--- src/rtl/qdr2_pkg.sv ---
package qdr2_pkg;
  // Width of one byte lane covered by one write enable.
  localparam int unsigned LANE_W_DEF = 9;
  // Number of words moved by one command.
  localparam int unsigned BURST_LEN  = 2;
endpackage

--- src/rtl/qdr2_rst_sync.sv ---
module qdr2_rst_sync (
  input  logic clk,
  input  logic rst_n,
  output logic rst_core_n
);
  logic stage0_q;
  logic stage1_q;

  always_ff @(posedge clk or negedge rst_n) begin
    if (!rst_n) begin
      stage0_q <= 1'b0;
      stage1_q <= 1'b0;
    end else begin
      stage0_q <= 1'b1;
      stage1_q <= stage0_q;
    end
  end

  assign rst_core_n = stage1_q;
endmodule

--- src/rtl/qdr2_wr_capture.sv ---
module qdr2_wr_capture #(
  parameter int unsigned ADDR_W = 4,
  parameter int unsigned LANES  = 4,
  parameter int unsigned LANE_W = 9,
  localparam int unsigned DATA_W = LANES * LANE_W
) (
  input  logic              clk,
  input  logic              rst_core_n,
  input  logic              wr_n,
  input  logic [ADDR_W-1:0] addr,
  input  logic [DATA_W-1:0] d,
  input  logic [LANES-1:0]  bw_n,
  output logic              wb_v,
  output logic [ADDR_W-1:0] wb_a,
  output logic [DATA_W-1:0] wb_d0,
  output logic [LANES-1:0]  wb_m0,
  output logic [DATA_W-1:0] wb_d1,
  output logic [LANES-1:0]  wb_m1
);
  // Rising-edge stage: command flag and first (early) data word.
  logic              cmd_v_q, cmd_v_nx;
  logic [DATA_W-1:0] first_d_q;
  logic [LANES-1:0]  first_m_q;
  logic              first_en;

  always_comb begin
    cmd_v_nx = ~wr_n;
    first_en = ~wr_n;
  end

  always_ff @(posedge clk or negedge rst_core_n) begin
    if (!rst_core_n) cmd_v_q <= 1'b0;
    else             cmd_v_q <= cmd_v_nx;
  end

  always_ff @(posedge clk) begin
    if (first_en) begin
      first_d_q <= d;
      first_m_q <= ~bw_n;
    end
  end

  // Falling-edge stage: address and second word complete the buffer.
  logic buf_en;
  assign buf_en = cmd_v_q;

  always_ff @(negedge clk or negedge rst_core_n) begin
    if (!rst_core_n) wb_v <= 1'b0;
    else             wb_v <= cmd_v_q;
  end

  always_ff @(negedge clk) begin
    if (buf_en) begin
      wb_a  <= addr;
      wb_d0 <= first_d_q;
      wb_m0 <= first_m_q;
      wb_d1 <= d;
      wb_m1 <= ~bw_n;
    end
  end
endmodule

--- src/rtl/qdr2_store.sv ---
module qdr2_store #(
  parameter int unsigned ADDR_W = 4,
  parameter int unsigned LANES  = 4,
  parameter int unsigned LANE_W = 9,
  localparam int unsigned DATA_W = LANES * LANE_W,
  localparam int unsigned DEPTH  = 1 << ADDR_W
) (
  input  logic              clk,
  input  logic              wb_v,
  input  logic [ADDR_W-1:0] wb_a,
  input  logic [DATA_W-1:0] wb_d0,
  input  logic [LANES-1:0]  wb_m0,
  input  logic [DATA_W-1:0] wb_d1,
  input  logic [LANES-1:0]  wb_m1,
  input  logic [ADDR_W-1:0] rd_a0,
  input  logic [ADDR_W-1:0] rd_a1,
  output logic [DATA_W-1:0] rd_w0,
  output logic [DATA_W-1:0] rd_w1
);
  logic [DATA_W-1:0] mem [DEPTH];
  logic [ADDR_W-1:0] wb_a1;

  assign wb_a1 = wb_a + 1'b1;

  // Commit the buffered burst one lane at a time; second word last.
  always_ff @(posedge clk) begin
    if (wb_v) begin
      for (int i = 0; i < LANES; i++) begin
        if (wb_m0[i]) mem[wb_a][i*LANE_W +: LANE_W]  <= wb_d0[i*LANE_W +: LANE_W];
        if (wb_m1[i]) mem[wb_a1][i*LANE_W +: LANE_W] <= wb_d1[i*LANE_W +: LANE_W];
      end
    end
  end

  // Read fetch with lane-wise forwarding from the buffer being committed.
  for (genvar k = 0; k < int'(qdr2_pkg::BURST_LEN); k++) begin : g_word
    logic [ADDR_W-1:0] a_k;
    logic [DATA_W-1:0] word;
    logic              hit0, hit1;

    assign a_k  = (k == 0) ? rd_a0 : rd_a1;
    assign hit0 = wb_v && (wb_a  == a_k);
    assign hit1 = wb_v && (wb_a1 == a_k);

    always_comb begin
      word = mem[a_k];
      for (int i = 0; i < LANES; i++) begin
        if (hit0 && wb_m0[i]) word[i*LANE_W +: LANE_W] = wb_d0[i*LANE_W +: LANE_W];
        if (hit1 && wb_m1[i]) word[i*LANE_W +: LANE_W] = wb_d1[i*LANE_W +: LANE_W];
      end
    end
  end

  assign rd_w0 = g_word[0].word;
  assign rd_w1 = g_word[1].word;
endmodule

--- src/rtl/qdr2_rd_out.sv ---
module qdr2_rd_out #(
  parameter int unsigned ADDR_W = 4,
  parameter int unsigned DATA_W = 36
) (
  input  logic              clk,
  input  logic              rst_core_n,
  input  logic              rd_n,
  input  logic [ADDR_W-1:0] addr,
  input  logic [DATA_W-1:0] rd_w0,
  input  logic [DATA_W-1:0] rd_w1,
  output logic [ADDR_W-1:0] rd_a0,
  output logic [ADDR_W-1:0] rd_a1,
  output logic [DATA_W-1:0] q,
  output logic              q_oe
);
  logic              rd_v_q, rd_v_nx;
  logic              oe_q, oe_nx;
  logic [ADDR_W-1:0] ra_q;
  logic [DATA_W-1:0] out0_q, out1_q;
  logic              ra_en;

  always_comb begin
    rd_v_nx = ~rd_n;
    oe_nx   = rd_v_q;
    ra_en   = ~rd_n;
  end

  always_ff @(posedge clk or negedge rst_core_n) begin
    if (!rst_core_n) begin
      rd_v_q <= 1'b0;
      oe_q   <= 1'b0;
    end else begin
      rd_v_q <= rd_v_nx;
      oe_q   <= oe_nx;
    end
  end

  always_ff @(posedge clk) begin
    if (ra_en) ra_q <= addr;
    if (rd_v_q) begin
      out0_q <= rd_w0;
      out1_q <= rd_w1;
    end
  end

  assign rd_a0 = ra_q;
  assign rd_a1 = ra_q + 1'b1;

  // Double-rate output select: high phase first word, low phase second.
  assign q    = oe_q ? (clk ? out0_q : out1_q) : '0;
  assign q_oe = oe_q;
endmodule

--- src/rtl/qdr2_sram.sv ---
module qdr2_sram #(
  parameter int unsigned ADDR_W = 4,
  parameter int unsigned LANES  = 4,
  parameter int unsigned LANE_W = qdr2_pkg::LANE_W_DEF,
  localparam int unsigned DATA_W = LANES * LANE_W
) (
  input  logic              clk,
  input  logic              rst_n,
  input  logic              rd_n,
  input  logic              wr_n,
  input  logic [ADDR_W-1:0] addr,
  input  logic [LANES-1:0]  bw_n,
  input  logic [DATA_W-1:0] d,
  output logic [DATA_W-1:0] q,
  output logic              q_oe,
  output logic              cq,
  output logic              cq_n
);
  logic              rst_core_n;
  logic              wb_v;
  logic [ADDR_W-1:0] wb_a;
  logic [DATA_W-1:0] wb_d0, wb_d1;
  logic [LANES-1:0]  wb_m0, wb_m1;
  logic [ADDR_W-1:0] rd_a0, rd_a1;
  logic [DATA_W-1:0] rd_w0, rd_w1;

  qdr2_rst_sync u_rst (
    .clk        (clk),
    .rst_n      (rst_n),
    .rst_core_n (rst_core_n)
  );

  qdr2_wr_capture #(.ADDR_W(ADDR_W), .LANES(LANES), .LANE_W(LANE_W)) u_wr (
    .clk        (clk),
    .rst_core_n (rst_core_n),
    .wr_n       (wr_n),
    .addr       (addr),
    .d          (d),
    .bw_n       (bw_n),
    .wb_v       (wb_v),
    .wb_a       (wb_a),
    .wb_d0      (wb_d0),
    .wb_m0      (wb_m0),
    .wb_d1      (wb_d1),
    .wb_m1      (wb_m1)
  );

  qdr2_store #(.ADDR_W(ADDR_W), .LANES(LANES), .LANE_W(LANE_W)) u_store (
    .clk   (clk),
    .wb_v  (wb_v),
    .wb_a  (wb_a),
    .wb_d0 (wb_d0),
    .wb_m0 (wb_m0),
    .wb_d1 (wb_d1),
    .wb_m1 (wb_m1),
    .rd_a0 (rd_a0),
    .rd_a1 (rd_a1),
    .rd_w0 (rd_w0),
    .rd_w1 (rd_w1)
  );

  qdr2_rd_out #(.ADDR_W(ADDR_W), .DATA_W(DATA_W)) u_rd (
    .clk        (clk),
    .rst_core_n (rst_core_n),
    .rd_n       (rd_n),
    .addr       (addr),
    .rd_w0      (rd_w0),
    .rd_w1      (rd_w1),
    .rd_a0      (rd_a0),
    .rd_a1      (rd_a1),
    .q          (q),
    .q_oe       (q_oe)
  );

  // Echo clocks: output timing follows the input clock pair.
  assign cq   = clk;
  assign cq_n = ~clk;
endmodule

--- config.mk ---
export PLATFORM = sky130hd
export DESIGN_NAME = qdr2_sram
export DESIGN_NICKNAME = d
export VERILOG_FILES = /design/src/rtl/qdr2_pkg.sv /design/src/rtl/qdr2_rst_sync.sv /design/src/rtl/qdr2_wr_capture.sv /design/src/rtl/qdr2_store.sv /design/src/rtl/qdr2_rd_out.sv /design/src/rtl/qdr2_sram.sv
export SDC_FILE = /design/constraint.sdc
export NUM_CORES = 2
export LEC_CHECK = 0
export BUFFER_PORTS_ARGS = -buffer_cell sky130_fd_sc_hd__buf_2
export CAP_MARGIN = 20
export CORE_AREA = 2 2 283 285
export DETAILED_ROUTE_END_ITERATION = 10
export DIE_AREA = 0 0 285 287
export GPL_ROUTABILITY_DRIVEN = 1
export PLACE_DENSITY = 0.74
export RECOVER_POWER = 25
export SLEW_MARGIN = 5
export SYNTH_ARGS = -nofsm -noshare
export SYNTH_HDL_FRONTEND = slang
export SYNTH_SLANG_ARGS = --single-unit
export TNS_END_PERCENT = 5
--- constraint.sdc ---
create_clock -name clk -period 0.85 [get_ports clk]
set_input_delay 0.1275 -clock clk [delete_from_list [all_inputs] [get_ports clk]]
set_output_delay 0.1275 -clock clk [all_outputs]
set_load 0.01 [all_outputs]
==> metrics.md <==
| Metric | Value |
|---|---|
| Outcome | `finished with violations` |
| Failing checks | `setup timing` |
| CP max FO | `9` |
| Worst Max-Slew Pin Slew | `0.570 ns` |
| Critical Path AT | `about 3.5 ns` |
| Worst vdd ir | `slightly above 2 mV` |
| Hold Worst Slack | `0.0934 ns` |
| Core box area | `78600 µm²` |
| CP Launch Point | `u_wr.wb_a[0]$_DFFE_NP_` |
| Die X | `285 µm` |
| CP endpoint kind | `register` |
| Die area | `81800 µm²` |
| Critical path type | `reg -> reg` |
| Max-cap viol count | `0` |
| Final setup viols | `1496` |
| Largest family of logic cells by synthesized area | `multiplexers` |
| Share of post-route cells with drive strength above 1 | `0.570` |
| Number of synthesized flops with an enable pin | `776` |
| Worst setup path end | `u_rd.out1_q[19]$_DFFE_PP_` |
| Most frequent cells in the layout | `edfxtp_1, mux2_2, buf_4, mux4_2, buf_12` |
| Num rows | `103` |
| Post-synthesis cell count | `2644` |
| Final Max Slew Viols | `0` |
| Critical Path Start Type | `register` |
| Largest net degree at the start of global routing | `38` |
| Remaining Overflow, GRT | `0` |
| RSZ-0062 raised after global routing | `true` |
| Pwr Density | `2000 nW/µm²` |
| Vias in the first global route | `31374` |
| Count of cell types in the netlist | `46` |
| Ports | `87` |
| Tot GR Track Use | `0.336` |
| Async S/R FF share, synth | `0.00767` |
| Synth Flop Type | `edfxtp_1` |
| Seq/Total Area, Yosys | `0.547` |
| Buffers added on ports | `86` |
| Rel. slew slack | `0.619` |
| Hold Path Class | `in -> reg` |
| Post-synthesis register bit count | `782` |
| Routed vias | `29807` |
| Post-synthesis mux area share | `0.355` |
| Post-Synth Simple-Gate Area | `0.0379` |
| Synth Area in Adders | `0.00175` |
| Vias per inst | `between 6 and 7` |
| Antenna violations before repair | `0` |
| Clock skew | `around 0.066 ns` |
| # diodes | `0` |
| DP Wirelength | `slightly below 90000 µm` |
| XOR/XNOR Fraction of Synth Area | `0.00447` |
| Post-route antenna net violation count | `0` |
| Worst R2R End | `u_rd.out1_q[19]$_DFFE_PP_` |
| Fillers | `~5000` |
| Worst r2r src | `u_wr.wb_a[0]$_DFFE_NP_` |
| First-pass GRT wire length | `about 200000 µm` |
| Data required, critical path | `between 1 and 1.5 ns` |
| Worst reg2reg path depth | `10` |
| Synthesized area per cell | `16.2 µm²` |
| Final layout net count | `3330` |
| Post-Syn Nets | `2698` |
| R2R Setup Slk | `-2.06 ns` |
| Setup TNS Final | `-2459.87 ns` |
| WL final | `between 100000 and 150000 µm` |
| Die Span Y | `287 µm` |
| Initial cell density of the core | `0.545` |
| Pleak | `approximately 0.020 µW` |
| Design Power | `about 110000 µW` |
| Area Growth Syn to Fin | `29.7%` |
| DR DRC count | `0` |
| Post-synthesis compound-gate area fraction | `0.0283` |
| RD Place Congestion | `0.932` |
| DR WL/cell | `31.5 µm` |
| Clock Latency Late Sink | `0.80 ns` |
| Final worst slack | `-2.06 ns` |
| Synth Cell Area | `42900 µm²` |
| Iter 0 DRT Violations | `4187` |
| CTS tree | `done` |
| First-pass DRT Iterations | `6` |
| Reg clk slew, reported paths | `0.06 ns` |
| Most common cell after layout, fill and taps aside | `edfxtp_1` |
| Yosys warnings | `0` |
| Hold violation total from the final report | `0` |
==> Yosys cell counts, types with 10 or more instances <==
master,n,share of area
a22oi_1,72,0.013
nor2b_1,40,0.0058
mux2_2,639,0.17
buf_2,65,0.0076
buf_1,56,0.0049
a31oi_1,36,0.0053
inv_1,10,0.00088
clkbuf_1,117,0.010
mux4_2,288,0.15
nand2_2,16,0.0023
nand3_2,20,0.0047
mux2i_1,144,0.034
nand3_1,23,0.0027
nor3_1,42,0.0049
o21ai_0,65,0.0076
edfxtp_1,776,0.54
xnor2_1,10,0.0020
nand2_1,146,0.013
==> worst min path at each step <==
stage / from / endpoint / slack [ns] / cells after the start
floorplan: rst_n / u_rst.rst_core_n$_DFF_PN0_ / -0.17 / 0
global placement: rst_n / u_rst.stage0_q$_DFF_PN0_ / -0.09 / 1
detailed placement: rst_n / u_rst.rst_core_n$_DFF_PN0_ / -0.08 / 1
CTS: d[28] / u_wr.first_d_q[28]$_DFFE_PN_ / 0.07 / 2
global route: d[29] / u_wr.first_d_q[29]$_DFFE_PN_ / 0.10 / 2
finish: d[35] / u_wr.first_d_q[35]$_DFFE_PN_ / 0.09 / 2
==> sequential cells by signal, summed over array words and instances (netlist names), 4 cells and up <==
signal and flops:
u_rd.out0_q 36, u_rd.out1_q 36, u_rd.rd_a0 4, u_store.mem 576
u_wr.first_d_q 36, u_wr.first_m_q 4, u_wr.wb_a 4, u_wr.wb_d0 36
u_wr.wb_d1 36, u_wr.wb_m0 4, u_wr.wb_m1 4
==> what timing repair did <==
action / in CTS / in global routing
endpoints found under the setup margin: 1496 / 1496
hold buffers: 48 / 0
gates resized for setup: 129 / 81
pin swaps: 13 / 13
cloned: 19 / 7
buffers inserted: 6 / 4
hold endpoints to repair: 125 / 0
==> cell type report <==
| class | count | area, µm² | area share |
|---|---|---|---|
| timing repair buffer | 641 | 7160 | 0.129 |
| inverter | 9 | 36.3 | 0.000653 |
| multi-input combinational | 1624 | 20000 | 0.359 |
| tap | 1050 | 1310 | 0.0236 |
| clock buffer | 160 | 2940 | 0.0528 |
| sequential | 782 | 23500 | 0.422 |
| clock inverter | 129 | 699 | 0.0126 |
==> cell families (layout without fill, tap and decap cells) <==
group                      count (synthesis)  in the layout
muxes                                   1080           1080
DFF                                      782            782
and+or+nand+nor                          317            320
buffers and inverters                    255            939
AOI/OAI and AO/OA                        185            199
xor gates and xnor gates                  18             18
adders and majority gates                  6              6
other                                      1              1
==> worst max-delay path: stages, from the launching register on <==
cell      delay, ns
edfxtp_1       0.46
buf_6          0.17
inv_4          0.06
ha_4           0.22
xnor2_4        0.15
nand2b_4       0.09
buf_4          0.14
or3b_4         0.38
or2_4          0.26
buf_12         0.16
a31oi_4        0.19
==> layer usage <==
| metal | track usage | wire length, µm | vias to the layer above |
|---|---|---|---|
| met5 | 0 | 0 | - |
| met4 | 0.178 | 7540 | 0 |
| met3 | 0.0811 | 15100 | 482 |
| met2 | 0.543 | 66600 | 2073 |
| met1 | 0.423 | 49000 | 15219 |
| li1 | - | - | 12033 |
==> per-stage QoR <==
step / utilization / setup WS, ns / instance area [µm²] / std cells
6_report: 0.707 / -2.06 / 55600 / 4395
5_1_grt: 0.707 / -2.11 / 55600 / 4395
4_1_cts: 0.700 / -2.00 / 55000 / 4385
3_5_place_dp: 0.637 / -2.26 / 50100 / 4062
3_3_place_gp: 0.637 / -2.59 / 50100 / 4060
2_1_floorplan: - / -1.87 / 43200 / 2644
==> power breakdown <==
group          switching (µW)  total (µW)  internal, µW
Clock                   20200       46800         26700
Sequential                510       44900         44400
Combinational            9880       19500          9610
Total                   30600      111000         80600
No activity file was read; power rests on OpenSTA's default activity.
